File: src/rtl/xfer_hs_pkg.sv
package xfer_hs_pkg;

  // Strobes from control to the pin datapath
  typedef struct packed {
    logic pinLow;   // pull the shared pin low
    logic pinEn;    // drive the shared pin (else float)
    logic txLow;    // pull the transmit-only request low
  } hsStrobe_t;

endpackage

File: src/rtl/xfer_hs_holdoff.sv
// Recovery window after a consuming access: busy for HOLD cycles after take.
module xfer_hs_holdoff #(
  parameter int HOLD = 1
) (
  input  logic clk,
  input  logic rstN,
  input  logic take,
  output logic busy
);

  generate
    if (HOLD == 0) begin : g_none
      assign busy = 1'b0;
    end else begin : g_cnt
      localparam int CW = $clog2(HOLD + 1);
      localparam logic [CW-1:0] LOAD = CW'(HOLD);
      logic [CW-1:0] cnt;

      always_ff @(posedge clk or negedge rstN) begin
        if (!rstN) begin
          cnt <= '0;
        end else if (take) begin
          cnt <= LOAD;
        end else if (cnt != '0) begin
          cnt <= cnt - 1'b1;
        end
      end

      assign busy = (cnt != '0);
    end
  endgenerate

endmodule

File: src/rtl/xfer_hs_ctrl.sv
module xfer_hs_ctrl
  import xfer_hs_pkg::*;
#(
  parameter int HOLD_CYCLES = 1
) (
  input  logic      clk,
  input  logic      rstN,
  input  logic      cfgEnable,
  input  logic      cfgFuncReq,
  input  logic      cfgDirRx,
  input  logic      txBufEmpty,
  input  logic      rxCharAvail,
  input  logic      accStrobe,
  input  logic      accWrite,
  output hsStrobe_t strobes
);

  logic sideReady;
  logic mainAccess;
  logic txAccess;
  logic mainBusy;
  logic txBusy;
  logic reqLow;
  logic waitLow;

  // Readiness of the side the main pin serves
  assign sideReady  = cfgDirRx ? rxCharAvail : txBufEmpty;
  // Matching access: write for transmit side, read for receive side
  assign mainAccess = accStrobe & (accWrite ^ cfgDirRx);
  assign txAccess   = accStrobe & accWrite;

  xfer_hs_holdoff #(.HOLD(HOLD_CYCLES)) u_mainHold (
    .clk  (clk),
    .rstN (rstN),
    .take (mainAccess),
    .busy (mainBusy)
  );

  xfer_hs_holdoff #(.HOLD(HOLD_CYCLES)) u_txHold (
    .clk  (clk),
    .rstN (rstN),
    .take (txAccess),
    .busy (txBusy)
  );

  always_comb begin
    reqLow  = cfgEnable & cfgFuncReq & sideReady & ~mainAccess & ~mainBusy;
    waitLow = cfgEnable & ~cfgFuncReq & mainAccess & ~sideReady;
    strobes.pinLow = reqLow | waitLow;
    strobes.pinEn  = cfgFuncReq | waitLow;
    strobes.txLow  = cfgEnable & cfgFuncReq & cfgDirRx & txBufEmpty
                     & ~txAccess & ~txBusy;
  end

endmodule

File: src/rtl/xfer_hs_dpath.sv
module xfer_hs_dpath
  import xfer_hs_pkg::*;
(
  input  hsStrobe_t strobes,
  output logic      pinDrive,
  output logic      pinOe,
  output logic      txReqN
);

  // Idle level is high; a floating pin also presents 1 on the drive value.
  assign pinDrive = ~strobes.pinLow;
  assign pinOe    = strobes.pinEn;
  assign txReqN   = ~strobes.txLow;

endmodule

File: src/rtl/xfer_handshake_pin.sv
module xfer_handshake_pin
  import xfer_hs_pkg::*;
#(
  parameter int HOLD_CYCLES = 1
) (
  input  logic clk,
  input  logic rstN,
  input  logic cfgEnable,
  input  logic cfgFuncReq,
  input  logic cfgDirRx,
  input  logic txBufEmpty,
  input  logic rxCharAvail,
  input  logic accStrobe,
  input  logic accWrite,
  output logic pinDrive,
  output logic pinOe,
  output logic txReqN
);

  hsStrobe_t strobes;

  xfer_hs_ctrl #(.HOLD_CYCLES(HOLD_CYCLES)) u_ctrl (
    .clk         (clk),
    .rstN        (rstN),
    .cfgEnable   (cfgEnable),
    .cfgFuncReq  (cfgFuncReq),
    .cfgDirRx    (cfgDirRx),
    .txBufEmpty  (txBufEmpty),
    .rxCharAvail (rxCharAvail),
    .accStrobe   (accStrobe),
    .accWrite    (accWrite),
    .strobes     (strobes)
  );

  xfer_hs_dpath u_dpath (
    .strobes  (strobes),
    .pinDrive (pinDrive),
    .pinOe    (pinOe),
    .txReqN   (txReqN)
  );

endmodule

File: config.mk
export PLATFORM = sky130hd
export DESIGN_NAME = xfer_handshake_pin
export DESIGN_NICKNAME = d
export VERILOG_FILES = /design/src/rtl/xfer_hs_pkg.sv /design/src/rtl/xfer_hs_holdoff.sv /design/src/rtl/xfer_hs_ctrl.sv /design/src/rtl/xfer_hs_dpath.sv /design/src/rtl/xfer_handshake_pin.sv
export SDC_FILE = /design/constraint.sdc
export NUM_CORES = 1
export LEC_CHECK = 0
export BUFFER_PORTS_ARGS = -buffer_cell sky130_fd_sc_hd__buf_4
export CAP_MARGIN = 20
export CORE_AREA = 2 2 39 41
export DETAILED_ROUTE_END_ITERATION = 12
export DIE_AREA = 0 0 41 43
export SLEW_MARGIN = 20
export SYNTH_ARGS = -nofsm -noshare
export SYNTH_HDL_FRONTEND = slang
export SYNTH_HIERARCHICAL = 1
export SYNTH_SLANG_ARGS = --single-unit
File: constraint.sdc
create_clock -name clk -period 1.5 [get_ports clk]
set_input_delay 0.225 -clock clk [delete_from_list [all_inputs] [get_ports clk]]
set_output_delay 0.225 -clock clk [all_outputs]
set_load 0.05 [all_outputs]
# Word-level counts from Yosys, hierarchy flattened
# Cells that the tools add are included.
dict set report word_totals {
  word_cells 33
  reg_bits 2
  out_inout_bits 3
}
dict set report op_classes {
  n_mux 5
  bitwise 24
  add_sub_neg 2
}
# op n
set ops {}
lappend ops {{bitwise AND 1 bit} 13}
lappend ops {{NOT 1 bit} 8}
lappend ops {{2-to-1 mux 1 bit} 5}
lappend ops {{bitwise OR 1 bit} 2}
lappend ops {{subtractor 1 bit, second input constant} 2}
lappend ops {{bitwise XOR 1 bit} 1}

# Longest topological paths before layout
# Gate-level depths: netlist of the first run.
dict set report logic_depth {
  word_depth 7
  mapped_depth 4
  depth_no_buf 4
}

# Modules after synthesis
# Netlist of the first run, hierarchy kept.
# module area_each_um2 instances cells_per_inst
set by_module_without_submodules {}
lappend by_module_without_submodules {xfer_hs_ctrl 92.6 1 13}
lappend by_module_without_submodules {xfer_hs_holdoff 25.0 2 1}
lappend by_module_without_submodules {xfer_hs_dpath 15.0 1 3}

# Worst setup path before layout of the first run
# Ideal clock, no wire load.
dict set report synth_timing {
  path_type {reg2out}
  from {register u_ctrl.u_mainHold.g_cnt.cnt (netlist: u_ctrl/u_mainHold/busy)}
  to {output port pinDrive}
  t_required_ps 1275
  path_buffers 0
  slack_ps 253
  stages_incl_launch_ff 4
  t_arrival_ps 1022
  cell_sequence {dfrtp_1 > or3_1 > o22ai_2 > inv_1}
}
# item line
set synth_rtl {}
lappend synth_rtl {{start, declared} xfer_hs_holdoff.sv:17} ;# logic [CW-1:0] cnt;
lappend synth_rtl {{start signal, assigned} xfer_hs_holdoff.sv:25} ;# cnt <= cnt - 1'b1;
lappend synth_rtl {{end, declared} xfer_handshake_pin.sv:15} ;# output logic pinDrive,

==> results.txt, run 1 <==
Summed over all failing endpoints, the final setup total negative slack is 0 ns. Traced cell by cell, the critical path runs through or3_1, o22ai_2, inv_1, buf_6. The tree is rooted in a sky130_fd_sc_hd__clkbuf_4.

The number of failing setup endpoints in the final timing report came out at 0. The tools report the nature of the critical path endpoint as a primary output. The number of buffers and inverters on the critical path is 2. Synthesis inferred 2 register bits. The power share of the combinational group is 0.262. For the cell area after layout, the log shows 289 sq um. On the critical path, the stage with the largest delay is an instance of sky130_fd_sc_hd__dfrtp_1. The switching fraction of total power works out to 0.265. The longest clock path from root to sink contains 2 buffers. The pre-antenna-repair detailed-routing pass consisted of 2 iterations. The run gives 0.494 as the share of power burned in the clock network. For the maximum clock frequency, the log shows 696 MHz.

STA classifies the critical path startpoint as a flop. The number of antenna violations at the first check in global routing was 0. sky130_fd_sc_hd__dfrtp_1 takes more of the synthesized area than any other cell. The delay of the slowest cell on the worst path was 0.35 ns; the number of max-slew violations in the final report was 0.

The run gives 1 as the maximum level of the CTS H-tree. The transition time of the tightest slew-check pin is 0.283 ns, and the antenna cell count is 0. The number of nets in the synthesized netlist is 27. The run gives 2 as the clock net sink count. Wires add up to 476 um. Entering global routing, the biggest net connects 6 pins. At the end of the flow, the number of nets in the layout was 43. The flow ran to the end, and the final reports show no timing, DRC or antenna violations.

At the end of routability-driven placement, the weighted congestion stood at 0.585. Number of DRC violations after detailed-routing iteration 0: 1. The Yosys step of the flow raised 6 warnings. The relative max-transition margin was 0.810.

TritonCTS built the clock tree. The sum of overflow across all layers after global routing is 0. The fraction of final layout cells sized beyond drive strength 1 is 0.469. The die is 43 um tall.

The DRC violation count after routing was 0; the sequential element share of the synthesized area was 0.317. The count of final hold-check violations came out at 0. Count of input and output buffers: 11.

The run gives 182 as the via count of the first global-routing pass. Summing all placed instances gives a cell area of 253 sq um. The global-route usage over all layers is 0.0741, and the synthesis-to-layout area growth is 83.3%. The area share of the leading cell type in the synthesized netlist came out at 0.317.

In this run the count of I/O pins placed on the die edge is 12. The post-CTS setup-driven buffer insertion count is 0. The average cell area after synthesis was 8.76 sq um; the die area was 0.00176 sq mm.

For the count of antenna-violating nets left after detailed routing, the log shows 0. Summed over all cells, the static leakage comes to 0.130 nW. Summing over every cut layer, the via total after detailed routing is 183.

Average wire length per cell after detail routing: 9.92 um. The number of clock buffers added by TritonCTS is 3. In this run the horizontal extent of the chip is 41 um.

Kind of cell with the highest combined delay on the critical path: flip-flops. The synthesized area was 158 sq um. In the post-synthesis netlist, the biggest area contributors are sky130_fd_sc_hd__dfrtp_1 32%, sky130_fd_sc_hd__nor3b_1 9.5%, sky130_fd_sc_hd__and2_1 7.9%.

The highest fanout seen on the critical path came out at 1. After detailed routing, the number of vias per cell comes to 3.81. Across the run, the number of max-cap violations was 0.

Clock-pin slew was measured on the worst setup and hold paths at 0.03 ns. By startpoint and endpoint, the worst setup path is classified as reg -> out. The initial core utilization came out at 0.114. After floorplanning, the core was sized to cover 0.00138 sq mm. VDD sags by at most 157 uV. The instance count of the mapped netlist is 18, and the final period demand of the worst path is 1.44 ns. The first global-routing pass estimated 724 um of wire. The post-route fraction of the period consumed by the critical path is 0.958. The internal portion of the total power is 0.000176 W.

The required time reported for the critical path endpoint is 1.27 ns, and the power per cell area is 831 mW/mm^2. Setup repair after global routing left no endpoint under its margin. Data on the critical path arrives at its endpoint at 1.21 ns. The run gives 0.245 as the proportion of power drawn by flip-flops and latches. The min-delay analysis places its worst path in the category in -> reg. The floorplan has 14 rows.

Summed over all nets, the switching power comes to 0.0000637 W. Number of distinct library cell variants in the gate-level netlist after synthesis: 13.
## placed cells by master, fill, tap and decap left out
master	count
sky130_fd_sc_hd__nor3b_1	2
sky130_fd_sc_hd__mux2i_1	1
sky130_fd_sc_hd__buf_6	1
sky130_fd_sc_hd__buf_4	10
sky130_fd_sc_hd__or3_1	1
sky130_fd_sc_hd__dlygate4sd3_1	1
sky130_fd_sc_hd__inv_1	2
sky130_fd_sc_hd__o22ai_2	1
sky130_fd_sc_hd__clkbuf_4	3
sky130_fd_sc_hd__and2_1	2
sky130_fd_sc_hd__xor2_1	1
sky130_fd_sc_hd__nand2_1	2
sky130_fd_sc_hd__o211ai_1	1
sky130_fd_sc_hd__nand2b_1	1
sky130_fd_sc_hd__nor4_1	1
sky130_fd_sc_hd__dfrtp_1	2
## per-layer routing
metal	vias up	global-route usage	share of wire
met4	0	0.120	0.040
li1	90	-	-
met3	2	0.0314	0.067
met5	-	0	0
met1	83	0.0543	0.34
met2	8	0.103	0.54
## timing repair
action / CTS / global route
hold endpoints to repair: 2 / 0
hold buffers: 1 / 0
gates resized for setup: 1 / 0
setup endpoints to repair: 1 / 0
## synth_stat cells
library cell               number
sky130_fd_sc_hd__nand2_1        2
sky130_fd_sc_hd__o211ai_1       1
sky130_fd_sc_hd__dfrtp_1        2
sky130_fd_sc_hd__nand2b_1       1
sky130_fd_sc_hd__or3_1          1
sky130_fd_sc_hd__o22ai_2        1
sky130_fd_sc_hd__xor2_1         1
sky130_fd_sc_hd__mux2i_1        1
sky130_fd_sc_hd__nor4_1         1
sky130_fd_sc_hd__buf_4          1
sky130_fd_sc_hd__and2_1         2
sky130_fd_sc_hd__inv_1          2
sky130_fd_sc_hd__nor3b_1        2
## power by group through the flow
stage,sequential (W),clock (W),combinational [W]
6_report,0.0000588,0.000119,0.0000628
5_1_grt,0.0000590,0.000134,0.0000677
4_1_cts,0.0000587,0.000127,0.0000631
3_5_place_dp,0.0000593,0,0.0000586
3_3_place_gp,0.0000592,0,0.0000582
2_1_floorplan,0.0000588,0,0.0000313
## cells by family (layout without fill, tap and decap cells)
logic type | count (synthesis) | in the layout | synth area share
xor+xnor | 1 | 1 | 0.0556
buf+inv | 3 | 17 | 0.0953
flops | 2 | 2 | 0.317
simple gates | 9 | 9 | 0.341
compound gates | 2 | 2 | 0.127
mux | 1 | 1 | 0.0635
## path summary, 6_finish.rpt
check                      slack, ns                      to              startpoint  cells after the start
worst max-delay path            0.06                pinDrive  u_ctrl/u_mainHold/busy                      4
worst min-delay path            0.29    u_ctrl/u_txHold/busy               accStrobe                      2
max in group asynchronous       1.09  u_ctrl/u_mainHold/busy                    rstN                      2
min in group asynchronous       0.32    u_ctrl/u_txHold/busy                    rstN                      2
## through the flow
stage / util / setup WS, ns / hold WS (ns) / std cells / power (W)
floorplan: - / 0.253 / -0.0706 / 18 / 0.0000901
global placement: 0.183 / 0.107 / 0.00864 / 44 / 0.000117
detailed placement: 0.183 / 0.104 / 0.00911 / 44 / 0.000118
CTS: 0.209 / 0.0484 / 0.273 / 48 / 0.000249
global route: 0.209 / 0.0213 / 0.281 / 48 / 0.000261
finish: 0.209 / 0.0631 / 0.293 / 48 / 0.000240
## flip-flops by register name, summed over array words and instances, names as in the netlist
| name | flops |
|---|---|
| u_ctrl/u_mainHold/busy | 1 |
| u_ctrl/u_txHold/busy | 1 |
## final cells by class
| type | instances | area [sq um] |
|---|---|---|
| Clock buffer | 3 | 22.5 |
| Fill cell | 162 | 1090 |
| Inverter | 2 | 7.51 |
| Multi-Input combinational cell | 13 | 92.6 |
| Sequential cell | 2 | 50.0 |
| Tap cell | 16 | 20.0 |
| Timing Repair Buffer | 12 | 96.3 |
Power figures use the tool's default switching activity.
==> inputs of run 2 (changes only) <==
--- a/config.mk
+++ b/config.mk
@@ -7,9 +7,12 @@
 export LEC_CHECK = 0
 export BUFFER_PORTS_ARGS = -buffer_cell sky130_fd_sc_hd__buf_4
 export CAP_MARGIN = 20
+export CELL_PAD_IN_SITES_DETAIL_PLACEMENT = 1
+export CELL_PAD_IN_SITES_GLOBAL_PLACEMENT = 1
 export CORE_AREA = 2 2 39 41
 export DETAILED_ROUTE_END_ITERATION = 12
 export DIE_AREA = 0 0 41 43
+export PLACE_DENSITY_LB_ADDON = 0.1
 export SLEW_MARGIN = 20
 export SYNTH_ARGS = -nofsm -noshare
 export SYNTH_HDL_FRONTEND = slang
==> run 2 against run 1 <==
Compared with the run above: global-route usage is 1.3 points lower; sequential share of layout area unchanged; core utilization did not move; maximum frequency rose by 1.0%; worst setup slack improved by 0.015 ns; power down 1.2%; critical path type unchanged.
==> results.txt, run 2 (synthesis results as in run 1) <==
The nature of the critical path startpoint is a flop. The path class of the tightest hold or removal check is in -> reg. Input and output buffers added on the ports amount to 11. Count of vias placed by the detailed router: 172.

After detailed routing, the number of vias per cell comes to 3.58. The post-route fraction of the period consumed by the critical path was 0.948. Slowest cell on the critical path: sky130_fd_sc_hd__dfrtp_1.

For the HPWL after detailed placement, the log shows 337 um. The highest fanout seen on the critical path was 1. TritonCTS built the clock tree. No sink is reached through more buffers than the 2 on the longest clock path. The region available for standard cell placement spans 0.00138 sq mm. Critical setup path kind: reg -> out. At the worst endpoint, the required time is 1.27 ns. In the layout the commonest cells are 10 x sky130_fd_sc_hd__buf_4, 3 x sky130_fd_sc_hd__clkbuf_4. Net count reported at finish: 43. Setup violations remaining at the end of the flow were counted as 0. The run gives 0 as the number of max-slew violations in the final report. The number of buffers and inverters on the critical path is 2. The largest net degree at the start of global routing was 6; the DRC violation count after routing was 0.

Across the VDD grid, the largest voltage drop is 335 uV. Compared with the post-synthesis result, the final layout area differs by 83.3%. Excluding fillers, the count of instances in the completed layout stands at 48. The finished cells cover 289 sq um. The sum of negative setup slack is 0 ns.

The run gives 2 as the clock net sink count. The number of optimization iterations in the first detailed-route pass was 1. Broken down by cell family, the worst path's largest delay share belongs to flip-flops.

The global-route usage over all layers was 0.0612. Summed over all layers, the routed wires come to 406 um. After clock tree synthesis, the clock-pin slew on the worst setup and hold paths is 0.03 ns.

For the max-cap check violation count, the log shows 0. The total cell area at the placement stage is 253 sq um. The global-route wire length before repair is 634 um, and the relative max-transition margin is 0.833. The number of antenna violations at the first check in global routing was 0. The run finished with clean final reports. The fraction of final layout cells sized beyond drive strength 1 was 0.469. The delay of the slowest cell on the worst path was 0.34 ns.

The logs give 703 MHz for the maximum clock frequency and 0.130 nW for the leakage power. The floorplan step defined a die boundary enclosing 0.00176 sq mm. The power per cell area was 821 mW/mm^2; the arrival time at the worst endpoint was 1.20 ns.

Walking the worst path, the cells encountered are or3_1, o22ai_2, inv_1, buf_6. In this run the remaining antenna-violating nets after routing total 0. The tools report the nature of the critical path endpoint as a primary output. The count of final hold-check violations was 0. The antenna cell count was 0. During I/O placement, the number of pins put on the boundary was 12.

For the finished layout, the period the worst path requires is 1.42 ns. The via count of the first global-routing pass was 191; the horizontal extent of the die was 41 um. The logs give 14 for the number of standard-cell rows in the floorplan and 0 for the sum of overflow across all layers after global routing. The master cell of the clock root buffer was sky130_fd_sc_hd__clkbuf_4. Counting tap cells, the placed design contains a total of 44 instances. Transition time of the tightest slew-check pin: 0.249 ns. Initial core utilization: 0.114. The maximum level of the CTS H-tree was 1; the number of buffers created by CTS was 3. The final RePlAce weighted congestion was 0.607; the average wire length per cell after detail routing was 8.46 um.

The commonest non-fill, non-tap cell in the layout was sky130_fd_sc_hd__buf_4. Setup repair after global routing left no endpoint under its margin. The number of DRC violations after detailed-routing iteration 0 was 0; the overall die height was 43 um.
run 2: cell counts in the layout (fill, tap and decap cells not counted):
Identical to the previous run, type by type.
run 2: timing repair:
action                                  in CTS  in global routing
gates resized for setup                      1                  0
hold endpoints to repair                     2                  0
hold buffers                                 1                  0
buffers inserted                             0                  0
endpoints found under the setup margin       1                  0
run 2: path summary, 6_finish.rpt:
| check | from | cells after the start | end |
|---|---|---|---|
| min in group asynchronous | rstN | 2 | u_ctrl/u_mainHold/busy |
| worst min-delay path | accStrobe | 2 | u_ctrl/u_txHold/busy |
| worst max-delay path | u_ctrl/u_mainHold/busy | 4 | pinDrive |
| max in group asynchronous | rstN | 2 | u_ctrl/u_txHold/busy |
run 2: power breakdown:
part	switching, W	internal (W)	total (W)
Sequential	0.000000640	0.0000577	0.0000584
Clock	0.0000291	0.0000881	0.000117
Combinational	0.0000313	0.0000303	0.0000616
Total	0.0000610	0.000176	0.000237
run 2: through the flow:
stage               power [W]  utilization  hold slack [ns]  worst slack (ns)
detailed placement   0.000118        0.183          0.00883            0.0877
floorplan           0.0000901            -          -0.0706             0.253
global placement     0.000119        0.183          0.00803            0.0924
global route         0.000257        0.209            0.289            0.0225
finish               0.000237        0.209            0.276            0.0779
CTS                  0.000248        0.209            0.273            0.0584
run 2: cell type report:
cell class,instances,area [sq um]
fill,167,1090
timing repair buffer,12,96.3
multi-input combinational,13,92.6
sequential,2,50.0
clock buffer,3,22.5
tap,16,20.0
inverter,2,7.51
run 2: routing by layer:
| layer | vias up | track usage | wire, um |
|---|---|---|---|
| met5 | - | 0 | 0 |
| li1 | 89 | - | - |
| met1 | 77 | 0.0514 | 165 |
| met4 | 0 | 0.0800 | 0 |
| met3 | 0 | 0.0314 | 30 |
| met2 | 6 | 0.0844 | 210 |
==> inputs of run 3 (changes only) <==
--- a/config.mk
+++ b/config.mk
@@ -7,9 +7,10 @@
 export LEC_CHECK = 0
 export BUFFER_PORTS_ARGS = -buffer_cell sky130_fd_sc_hd__buf_4
 export CAP_MARGIN = 20
-export CELL_PAD_IN_SITES_DETAIL_PLACEMENT = 1
+export CELL_PAD_IN_SITES_DETAIL_PLACEMENT = 0
 export CELL_PAD_IN_SITES_GLOBAL_PLACEMENT = 1
 export CORE_AREA = 2 2 39 41
+export CTS_BUF_LIST = sky130_fd_sc_hd__clkbuf_4
 export DETAILED_ROUTE_END_ITERATION = 12
 export DIE_AREA = 0 0 41 43
 export PLACE_DENSITY_LB_ADDON = 0.1
==> run 3 against run 2 <==
Compared with the run above: critical path depth unchanged; combinational power about the same; sequential share of layout area unchanged; first-iteration DRC count unchanged; core utilization unchanged; cell area unchanged; sequential cell count unchanged; clock power about the same; global-route usage down 0.20 points; worst hold slack better by 0.0058 ns.
==> results.txt, run 3 (synthesis results as in run 1) <==
Among all stages on the critical path, the largest delay is contributed by sky130_fd_sc_hd__dfrtp_1. The tree built by TritonCTS fans out to 2 sinks. Data on the critical path is required at its endpoint by 1.27 ns.

The placed instances occupy a cell area of 253 sq um. The synthesis-to-layout area growth came out at 83.3%. The run finished with clean final reports.

STA classifies the critical path endpoint as a primary output. The final period demand of the worst path is 1.40 ns, and the leakage power is 0.131 nW. The run gives 1 as the maximum level of the CTS H-tree. In the layout the commonest cells are 10 x sky130_fd_sc_hd__buf_4, 3 x sky130_fd_sc_hd__clkbuf_4. At the end of routability-driven placement, the weighted congestion stood at 0.607. The delay of the slowest cell on the worst path is 0.34 ns, and the horizontal extent of the die is 41 um. The total wirelength of the detailed-routed design is 396 um, and the top-level port count is 12.

The relative max-transition margin is 0.836, and the net count reported at finish is 43. During placement, the flow inserted port buffers numbering 11. The tools report the number of max-slew violations in the final report as 0. The worst hold path terminates at u_ctrl/u_txHold/busy. The type of the most critical hold path is in -> reg. The detailed router put a total of 179 um of wire on met1. 0 antenna diodes ended up in the layout. The run gives 344 uV as the worst IR drop on VDD. Max-cap violations in this run came to 0.

After clock tree synthesis, the clock-pin slew on the worst setup and hold paths is 0.03 ns. The post-route fraction of the period consumed by the critical path is 0.933. In this run the power density over the cells is 817 mW/mm^2. The worst hold path was traced through 2 stages.

Summing all non-filler instances in the final layout gives an area of 289 sq um. For the global-route wire length before repair, the log shows 648 um. The routed layout has 173 vias.

Critical setup path kind: reg -> out. The count of antenna-violating nets left after detailed routing was 0; the fraction of final layout cells sized beyond drive strength 1 was 0.469. The number of buffers created by CTS was 3. The largest net degree at the start of global routing is 6. The number of vias per cell after detailed routing works out to 3.60.

Setup repair after global routing left no endpoint under its margin. The arrival time at the worst endpoint came out at 1.17 ns. In this run the standard cell core region covers 0.00138 sq mm. After detailed routing, the number of remaining DRC violations is 0. The longest clock path from root to sink contains 2 buffers.

The maximum clock frequency was 715 MHz. Measured along the y axis, the die boundary spans 43 um. Walking the worst path, the cells encountered are or3_1, o22ai_2, inv_1, buf_6.

Setup violations remaining at the end of the flow were counted as 0. Nature of the critical path startpoint: a flop. Commonest non-fill, non-tap cell in the layout: sky130_fd_sc_hd__buf_4. The initial core utilization came out at 0.114.

The routed design uses 194 um of met2 wire. The run gives 1 as the number of optimization iterations in the first detailed-route pass. The tools report the via count of the first global-routing pass as 178. The sum of met3 wire segment lengths after detailed routing was 22 um.

The global-route usage over all layers was 0.0592. The die area was 0.00176 sq mm; the average wire length per cell after detail routing was 8.25 um. For this run the aggregate overflow at the end of global routing stands at 0. Row generation in the floorplan step produced 14 rows. For the number of DRC violations after detailed-routing iteration 0, the log shows 0. Launch point of the worst hold path: accStrobe. The number of antenna violations at the first check in global routing is 0, and the sum of negative setup slack is 0 ns.

The HPWL after detailed placement came out at 337 um. For the count of final hold-check violations, the log shows 0. The highest fanout seen on the critical path is 1. In this run the top signal layer used is met3.

At the pin with the least slew margin, the transition time is 0.244 ns. TritonCTS built the clock tree. Master cell of the clock root buffer: sky130_fd_sc_hd__clkbuf_4.
==> run 3: cell type report <==
cell class	instances	area, sq um
sequential	2	50.0
multi-input combinational	13	92.6
inverter	2	7.51
tap	16	20.0
clock buffer	3	22.5
fill	156	1090
timing repair buffer	12	96.3
==> run 3: report_power, final <==
group | total, W | switching, W | internal, W
combinational | 0.0000613 | 0.0000311 | 0.0000302
clock | 0.000116 | 0.0000284 | 0.0000881
sequential | 0.0000584 | 0.000000669 | 0.0000577
==> run 3: critical path: cells and delay by family (launching register included) <==
kind,cells,cell delay [ns]
flip-flops,1,0.34
AND/OR/NAND/NOR,1,0.32
AO/OA/AOI/OAI,1,0.09
buffers and inverters,2,0.21
==> run 3: per-layer routing <==
metal | global-route usage | vias up
met3 | 0.0471 | 0
met4 | 0.0400 | 0
li1 | - | 90
met1 | 0.0643 | 77
met2 | 0.0750 | 6
met5 | 0 | -
==> run 3: through the flow <==
step	util	cells	hold WS (ns)	setup WS (ns)	total power, W
final	0.209	48	0.282	0.101	0.000236
after global routing	0.209	48	0.307	0.0597	0.000252
after CTS	0.209	48	0.281	0.00233	0.000245
after detailed placement	0.183	44	0.00846	0.0943	0.000118
after global placement	0.183	44	0.00803	0.0924	0.000119
after floorplan	-	18	-0.0706	0.253	0.0000901
==> run 3: what timing repair did <==
action	CTS	global route
setup endpoints to repair	1	1
hold buffers	1	0
pin swaps	0	2
buffers inserted	0	0
gates resized for setup	1	0
hold endpoints to repair	2	0
==> run 3: worst max path at each step <==
stage                                start       end  cells after the start
floorplan           u_ctrl/u_mainHold/busy  pinDrive                      3
global placement                  cfgDirRx  pinDrive                      6
detailed placement                cfgDirRx  pinDrive                      6
CTS                 u_ctrl/u_mainHold/busy  pinDrive                      4
global route        u_ctrl/u_mainHold/busy  pinDrive                      4
finish              u_ctrl/u_mainHold/busy  pinDrive                      4
